File: src/rtl/comp_pkg.sv
package comp_pkg;
  localparam int NUM_LAYERS = 4;
  localparam int NUM_PIPES  = 2;
  localparam int PRIO_W     = 2;
  localparam int CH_W       = 8;
  localparam int RGB_W      = 3 * CH_W;
  localparam int PIX_W      = 4 * CH_W;
  localparam int IDX_W      = $clog2(NUM_LAYERS);
  localparam logic [CH_W-1:0] ALPHA_MAX = '1;

  typedef logic [RGB_W-1:0] rgb_t;

  // (a*f + (max-a)*b + max/2) / max, rounded
  function automatic logic [CH_W-1:0] mix_ch(input logic [CH_W-1:0] a,
                                             input logic [CH_W-1:0] f,
                                             input logic [CH_W-1:0] b);
    localparam int AW = 2 * CH_W + 1;
    logic [AW-1:0] ax, fx, bx, acc;
    ax  = AW'(a);
    fx  = AW'(f);
    bx  = AW'(b);
    acc = ax * fx + (AW'(ALPHA_MAX) - ax) * bx + AW'(ALPHA_MAX >> 1);
    return CH_W'(acc / AW'(ALPHA_MAX));
  endfunction
endpackage

File: src/rtl/layer_cover.sv
module layer_cover
  import comp_pkg::*;
#(
  parameter int COORD_W = 12
) (
  input  logic               en_i,
  input  logic [COORD_W-1:0] x_i,
  input  logic [COORD_W-1:0] y_i,
  input  logic [COORD_W-1:0] lx_i,
  input  logic [COORD_W-1:0] ly_i,
  input  logic [COORD_W-1:0] lw_i,
  input  logic [COORD_W-1:0] lh_i,
  input  logic [CH_W-1:0]    pix_alpha_i,
  input  logic [CH_W-1:0]    ga_i,
  input  logic               ga_en_i,
  output logic               hit_o,
  output logic [CH_W-1:0]    alpha_o
);
  localparam int EW = COORD_W + 1;

  logic [EW-1:0] x_end, y_end;
  logic          in_x, in_y;

  assign x_end = EW'(lx_i) + EW'(lw_i);
  assign y_end = EW'(ly_i) + EW'(lh_i);
  assign in_x  = (x_i >= lx_i) && (EW'(x_i) < x_end);
  assign in_y  = (y_i >= ly_i) && (EW'(y_i) < y_end);
  assign hit_o = en_i && in_x && in_y;

  assign alpha_o = ga_en_i ? mix_ch(ga_i, pix_alpha_i, '0) : pix_alpha_i;
endmodule

File: src/rtl/pipe_arbiter.sv
module pipe_arbiter
  import comp_pkg::*;
#(
  parameter int PIPE_ID = 0
) (
  input  logic                         clk_i,
  input  logic                         rst_ni,
  input  logic [NUM_LAYERS-1:0]        hit_i,
  input  logic [NUM_LAYERS-1:0]        pipe_i,
  input  logic [NUM_LAYERS*PRIO_W-1:0] prio_i,
  output logic                         found_o,
  output logic [IDX_W-1:0]             idx_o,
  output logic [PRIO_W-1:0]            prio_o
);
  logic [NUM_LAYERS-1:0] cand;

  generate
    if (PIPE_ID == 0) begin : g_p0
      assign cand = hit_i & ~pipe_i;
    end else begin : g_p1
      assign cand = hit_i & pipe_i;
    end
  endgenerate

  // ascending scan with >= gives ties to the higher index
  always_comb begin
    found_o = 1'b0;
    idx_o   = '0;
    prio_o  = '0;
    for (int i = 0; i < NUM_LAYERS; i++) begin
      if (cand[i] && (!found_o || prio_i[i*PRIO_W +: PRIO_W] >= prio_o)) begin
        found_o = 1'b1;
        idx_o   = IDX_W'(i);
        prio_o  = prio_i[i*PRIO_W +: PRIO_W];
      end
    end
  end

  logic beaten;
  always_comb begin
    beaten = 1'b0;
    for (int j = 0; j < NUM_LAYERS; j++) begin
      if (cand[j] && found_o &&
          ((prio_i[j*PRIO_W +: PRIO_W] > prio_o) ||
           (prio_i[j*PRIO_W +: PRIO_W] == prio_o && IDX_W'(j) > idx_o)))
        beaten = 1'b1;
    end
  end

  AST_WIN_COVERED: assert property (@(posedge clk_i) disable iff (!rst_ni)
    found_o |-> (hit_i[idx_o] && pipe_i[idx_o] == 1'(PIPE_ID)));
  AST_WIN_TOP: assert property (@(posedge clk_i) disable iff (!rst_ni)
    !beaten);
  AST_FOUND_ANY: assert property (@(posedge clk_i) disable iff (!rst_ni)
    (hit_i == '0) |-> !found_o);
endmodule

File: src/rtl/blend_unit.sv
module blend_unit
  import comp_pkg::*;
(
  input  logic            clk_i,
  input  logic            rst_ni,
  input  logic [CH_W-1:0] alpha_i,
  input  rgb_t            fg_i,
  input  rgb_t            bg_i,
  output rgb_t            mix_o
);
  for (genvar c = 0; c < 3; c++) begin : g_ch
    logic [CH_W-1:0] f, b, m, lo, hi;
    assign f  = fg_i[c*CH_W +: CH_W];
    assign b  = bg_i[c*CH_W +: CH_W];
    assign m  = mix_ch(alpha_i, f, b);
    assign mix_o[c*CH_W +: CH_W] = m;
    assign lo = (f < b) ? f : b;
    assign hi = (f < b) ? b : f;

    AST_MIX_RANGE: assert property (@(posedge clk_i) disable iff (!rst_ni)
      (m >= lo) && (m <= hi));
  end
endmodule

File: src/rtl/layer_compositor.sv
module layer_compositor
  import comp_pkg::*;
#(
  parameter int COORD_W = 12
) (
  input  logic                             clk_i,
  input  logic                             rst_ni,
  input  logic                             defect_mode_i,
  input  logic                             bg_we_i,
  input  logic [RGB_W-1:0]                 bg_rgb_i,
  input  logic [COORD_W-1:0]               disp_w_i,
  input  logic [COORD_W-1:0]               disp_h_i,
  input  logic [NUM_LAYERS-1:0]            lay_en_i,
  input  logic [NUM_LAYERS-1:0]            lay_pipe_i,
  input  logic [NUM_LAYERS*PRIO_W-1:0]     lay_prio_i,
  input  logic [NUM_LAYERS*COORD_W-1:0]    lay_x_i,
  input  logic [NUM_LAYERS*COORD_W-1:0]    lay_y_i,
  input  logic [NUM_LAYERS*COORD_W-1:0]    lay_w_i,
  input  logic [NUM_LAYERS*COORD_W-1:0]    lay_h_i,
  input  logic [NUM_LAYERS*PIX_W-1:0]      lay_pix_i,
  input  logic [NUM_LAYERS*CH_W-1:0]       lay_ga_i,
  input  logic [NUM_LAYERS-1:0]            lay_ga_en_i,
  input  logic                             pix_valid_i,
  input  logic [COORD_W-1:0]               x_i,
  input  logic [COORD_W-1:0]               y_i,
  output logic [RGB_W-1:0]                 rgb_o,
  output logic                             valid_o
);
  logic [NUM_LAYERS-1:0] hit;
  logic [CH_W-1:0]       eff_a [NUM_LAYERS];

  for (genvar i = 0; i < NUM_LAYERS; i++) begin : g_lay
    layer_cover #(.COORD_W(COORD_W)) u_cov (
      .en_i        (lay_en_i[i]),
      .x_i         (x_i),
      .y_i         (y_i),
      .lx_i        (lay_x_i[i*COORD_W +: COORD_W]),
      .ly_i        (lay_y_i[i*COORD_W +: COORD_W]),
      .lw_i        (lay_w_i[i*COORD_W +: COORD_W]),
      .lh_i        (lay_h_i[i*COORD_W +: COORD_W]),
      .pix_alpha_i (lay_pix_i[i*PIX_W + RGB_W +: CH_W]),
      .ga_i        (lay_ga_i[i*CH_W +: CH_W]),
      .ga_en_i     (lay_ga_en_i[i]),
      .hit_o       (hit[i]),
      .alpha_o     (eff_a[i])
    );
  end

  logic              found [NUM_PIPES];
  logic [IDX_W-1:0]  win   [NUM_PIPES];
  logic [PRIO_W-1:0] wprio [NUM_PIPES];

  for (genvar p = 0; p < NUM_PIPES; p++) begin : g_pipe
    pipe_arbiter #(.PIPE_ID(p)) u_arb (
      .clk_i   (clk_i),
      .rst_ni  (rst_ni),
      .hit_i   (hit),
      .pipe_i  (lay_pipe_i),
      .prio_i  (lay_prio_i),
      .found_o (found[p]),
      .idx_o   (win[p]),
      .prio_o  (wprio[p])
    );
  end

  // stage 1: register pipe winners
  logic            in_ok;
  logic            ok_q, kill0_q;
  logic            found_q [NUM_PIPES];
  rgb_t            prgb_q  [NUM_PIPES];
  logic [CH_W-1:0] pa_q    [NUM_PIPES];
  rgb_t            bg_q;

  assign in_ok = pix_valid_i && (x_i < disp_w_i) && (y_i < disp_h_i);

  always_ff @(posedge clk_i or negedge rst_ni) begin
    if (!rst_ni) begin
      ok_q    <= 1'b0;
      kill0_q <= 1'b0;
      bg_q    <= '0;
      for (int p = 0; p < NUM_PIPES; p++) begin
        found_q[p] <= 1'b0;
        prgb_q[p]  <= '0;
        pa_q[p]    <= '0;
      end
    end else begin
      ok_q    <= in_ok;
      kill0_q <= defect_mode_i && found[0] && (wprio[0] == '0) &&
                 (eff_a[win[0]] != ALPHA_MAX);
      if (bg_we_i) bg_q <= bg_rgb_i;
      for (int p = 0; p < NUM_PIPES; p++) begin
        found_q[p] <= found[p];
        prgb_q[p]  <= lay_pix_i[win[p]*PIX_W +: RGB_W];
        pa_q[p]    <= eff_a[win[p]];
      end
    end
  end

  // stage 2: pipe 0 over background, pipe 1 over that
  rgb_t mix0, mix1, base, comp;

  blend_unit u_mix0 (
    .clk_i   (clk_i),
    .rst_ni  (rst_ni),
    .alpha_i (pa_q[0]),
    .fg_i    (prgb_q[0]),
    .bg_i    (bg_q),
    .mix_o   (mix0)
  );

  assign base = (found_q[0] && !kill0_q) ? mix0 : bg_q;

  blend_unit u_mix1 (
    .clk_i   (clk_i),
    .rst_ni  (rst_ni),
    .alpha_i (pa_q[1]),
    .fg_i    (prgb_q[1]),
    .bg_i    (base),
    .mix_o   (mix1)
  );

  assign comp = found_q[1] ? mix1 : base;

  always_ff @(posedge clk_i or negedge rst_ni) begin
    if (!rst_ni) begin
      rgb_o   <= '0;
      valid_o <= 1'b0;
    end else begin
      rgb_o   <= ok_q ? comp : '0;
      valid_o <= ok_q;
    end
  end

  logic [1:0] arm_q;
  always_ff @(posedge clk_i or negedge rst_ni) begin
    if (!rst_ni) arm_q <= '0;
    else         arm_q <= {arm_q[0], 1'b1};
  end

  AST_LATENCY: assert property (@(posedge clk_i) disable iff (!rst_ni)
    arm_q[1] |-> (valid_o == $past(in_ok, 2)));
  AST_IDLE_BLACK: assert property (@(posedge clk_i) disable iff (!rst_ni)
    !valid_o |-> (rgb_o == '0));
  AST_BG_HOLD: assert property (@(posedge clk_i) disable iff (!rst_ni)
    !bg_we_i |=> $stable(bg_q));
  AST_DEFECT_BG: assert property (@(posedge clk_i) disable iff (!rst_ni)
    (ok_q && kill0_q && !found_q[1]) |=> (rgb_o == $past(bg_q)));
endmodule

File: config.mk
export PLATFORM = sky130hd
export DESIGN_NAME = layer_compositor
export DESIGN_NICKNAME = d
export VERILOG_FILES = /design/src/rtl/comp_pkg.sv /design/src/rtl/layer_cover.sv /design/src/rtl/pipe_arbiter.sv /design/src/rtl/blend_unit.sv /design/src/rtl/layer_compositor.sv
export SDC_FILE = /design/constraint.sdc
export NUM_CORES = 2
export LEC_CHECK = 0
export ABC_AREA = 1
export CAP_MARGIN = 20
export CORE_MARGIN = 5
export CORE_UTILIZATION = 54
export DETAILED_ROUTE_END_ITERATION = 8
export PLACE_DENSITY = 0.77
export SYNTH_ARGS = -nofsm -noshare
export SYNTH_HDL_FRONTEND = slang
export SYNTH_SLANG_ARGS = --single-unit
File: constraint.sdc
create_clock -name clk_i -period 20 [get_ports clk_i]
set_input_delay 4 -clock clk_i [delete_from_list [all_inputs] [get_ports clk_i]]
set_output_delay 4 -clock clk_i [all_outputs]
set_load 0.02 [all_outputs]
==> results.cfg <==
[worst_hold_path]
hold_path_class = reg -> reg

[floorplanning]
core-area_um2 = 133000
fp.dieW_um = 376
ios = 474
rows = 134
die_h_um = 376
start_util = 0.543
die_area_um2 = 142000

[critical_path]
cp.required_ps = 20440
endpoint_kind = flip-flop
cp_num_buf_inv = 30
path_max_fanout = 6
cpMostUsedCell = nand2_1
crit_slowest_cell = fa_1
critical_path_class = reg -> reg
worst_ep_arrival_time_ps = 20850
critical_path.max_stage_delay_ps = 570
start_kind = flip-flop
cp_top_family = simple AND/OR/NAND/NOR gates

[clock_network]
cts.path.max_buffers = 2
root_buffer = clkbuf_16
insertion_delay_ps = 510
clk_pin_slew_ps = 80
cts_tree = done
hold_buffers = 0
numCtsBuffers = 17
cts_max_level = 4
cts.sinks = 117

[logic_synthesis]
yosysTopAreaCell = fa_1
avgSynthCellArea_um2 = 6.50
synth_area_um2 = 72500
postSynthCellCount = 11200
synth.top_cell.area_share = 0.221
synth_edf_count = 0
seq_area_frac_synth = 0.0404
synth_cell_types = 84
async_flop_share = 1.00
syn_nets = 13200
ys_top_cells_by_count = nand2_1 (2,986), inv_1 (2,433), ha_1 (843)
synth_warnings = 0
ys_top_cells_by_area = fa_1 (22%), nand2_1 (15%), ha_1 (15%), inv_1 (13%), nand3_1 (4.3%)
yosysMostFrequentCell = nand2_1
ys_ff_latch = 117
synthFlopType = dfrtp_1

[global_routing]
antenna_found_initial = 30
grt_pass1_wl_mm = 357
grt_max_degree = 67
overflow = 0
gr-usage-all-layers = 0.303
grt_pass1_vias = 73800

[placed_design]
gp_congestion = 0.983
hpwl_mm = 184
placed_area_um2 = 83200
io_buffers = 473

[run]
max_cap_violations = 0

[route]
drt_iter0_drc = 4991
vias = 75400
ant_nets = 0
routed_wl_mm = 228
via_per_inst = 5.39
first_pass_iters = 8
routedWlPerCell_um = 16.3
drc = 0

[cells_and_area]
synthToLayoutAreaGrowth_pct = 22.8
fin_area_um2 = 89000
drive_above_1_share = 0.174
nNetsFinal = 14300

[sta]
fin_skew_ps = 18.0
period_needed_ps = 20410
slew_headroom = 0.222
slew_viol_final = 0
rsz0062_at_grt = yes
finalSetupViolations = 4
post-route-period-util = 1.02
fmax_mhz = 49.0
worst_pin_slew_ps = 1160
hold_viol_final = 0
fin_ws_ps = -409

[outcome]
violations = negative setup slack
status = finished, violations left
[worst register-to-register path: cells and delay by family, from the launching register on]
family / cells / cell delay [ps]
buf+inv: 30 / 2780
simple gates: 83 / 8280
xor+xnor: 2 / 380
fa+ha+maj: 14 / 6780
compound gates: 10 / 1630
flops: 1 / 460
[worst paths after layout]
kind	from	end	slack [ps]	cells after the start
worst max-delay path	pa_q[12]	rgb_o[0]	-410	139
worst min-delay path	bg_q[15]	bg_q[15]	640	2
worst max register to register	pa_q[12]	rgb_o[0]	-410	139
worst min register to register	bg_q[15]	bg_q[15]	640	2
max in group asynchronous	rst_ni	pa_q[12]	15090	2
min in group asynchronous	rst_ni	prgb_q[47]	3460	1
[layout make-up]
cell class              instances  area, um2
multi-input cells            8276      62700
fillers                     11300      44500
repair buffers               1257      11000
inverters                    2528       9530
flip-flops and latches        117       2930
well taps                    1768       2210
clock buffers                  18        439
clock inverters                14        140
diodes                         20       50.0
[placed cells by master (no fill, tap or decap), types with 99 or more instances in the layout]
| cell | Yosys | final |
|---|---|---|
| nand2_1 | 2986 | 2781 |
| inv_1 | 2433 | 2383 |
| ha_1 | 843 | 806 |
| fa_1 | 800 | 797 |
| buf_4 | 6 | 742 |
| nor2_1 | 764 | 658 |
| nand3_1 | 617 | 525 |
| clkdlybuf4s50_1 | 0 | 471 |
| a21oi_1 | 407 | 375 |
| nand2_2 | 208 | 339 |
| o21ai_0 | 398 | 330 |
| xor2_1 | 164 | 154 |
| nand4_1 | 143 | 143 |
| nand2_4 | 50 | 130 |
| nand3_2 | 74 | 126 |
| nor2_2 | 89 | 125 |
| inv_2 | 72 | 122 |
| dfrtp_1 | 117 | 113 |
| nor2_4 | 29 | 99 |
| o21ai_1 | 96 | 99 |
[flip-flops by register name, summed over array words and instances (netlist names)]
register / cells
prgb_q: 48
bg_q: 24
rgb_o: 24
pa_q: 16
found_q: 2
kill0_q: 1
ok_q: 1
valid_o: 1
[repair_timing]
action	in CTS	in global routing
gates resized for setup	114	870
pin swaps	36	429
setup endpoints to repair	6	15
cloned	4	16
buffers inserted	12	129
[per-stage QoR]
stage | utilization | cells | setup WS [ps] | TNS (ps) | hold slack (ps)
floorplan | - | 11200 | 947 | 0 | 417
global placement | 0.624 | 13800 | -38.5 | -41.7 | 615
detailed placement | 0.624 | 13800 | -625 | -2170 | 618
CTS | 0.632 | 13800 | -392 | -1090 | 636
global route | 0.667 | 14000 | -1630 | -9710 | 664
finish | 0.667 | 14000 | -409 | -959 | 644
[logic make-up (layout without fill, tap and decap cells)]
kind of cell / count (synthesis) / in the layout / synth area share
other cells: 0 / 20 / 0
xor+xnor: 236 / 236 / 0.0300
fa+ha+maj: 1643 / 1643 / 0.366
flops: 117 / 117 / 0.0404
mux: 4 / 4 / 0.000552
compound gates: 1219 / 1220 / 0.0974
buf+inv: 2778 / 3817 / 0.147
simple gates: 5160 / 5173 / 0.319
[routing by layer]
metal	track usage	vias to the layer above	wire, um
met2	0.528	2702	110000
met3	0.0433	522	15900
met1	0.386	35700	93100
met4	0.0964	16	8200
met5	0	-	98
li1	-	36500	-
Power is left out: the tool's default activity adds up to more than one toggle a clock period on the data nets, which glitch-free logic cannot reach.
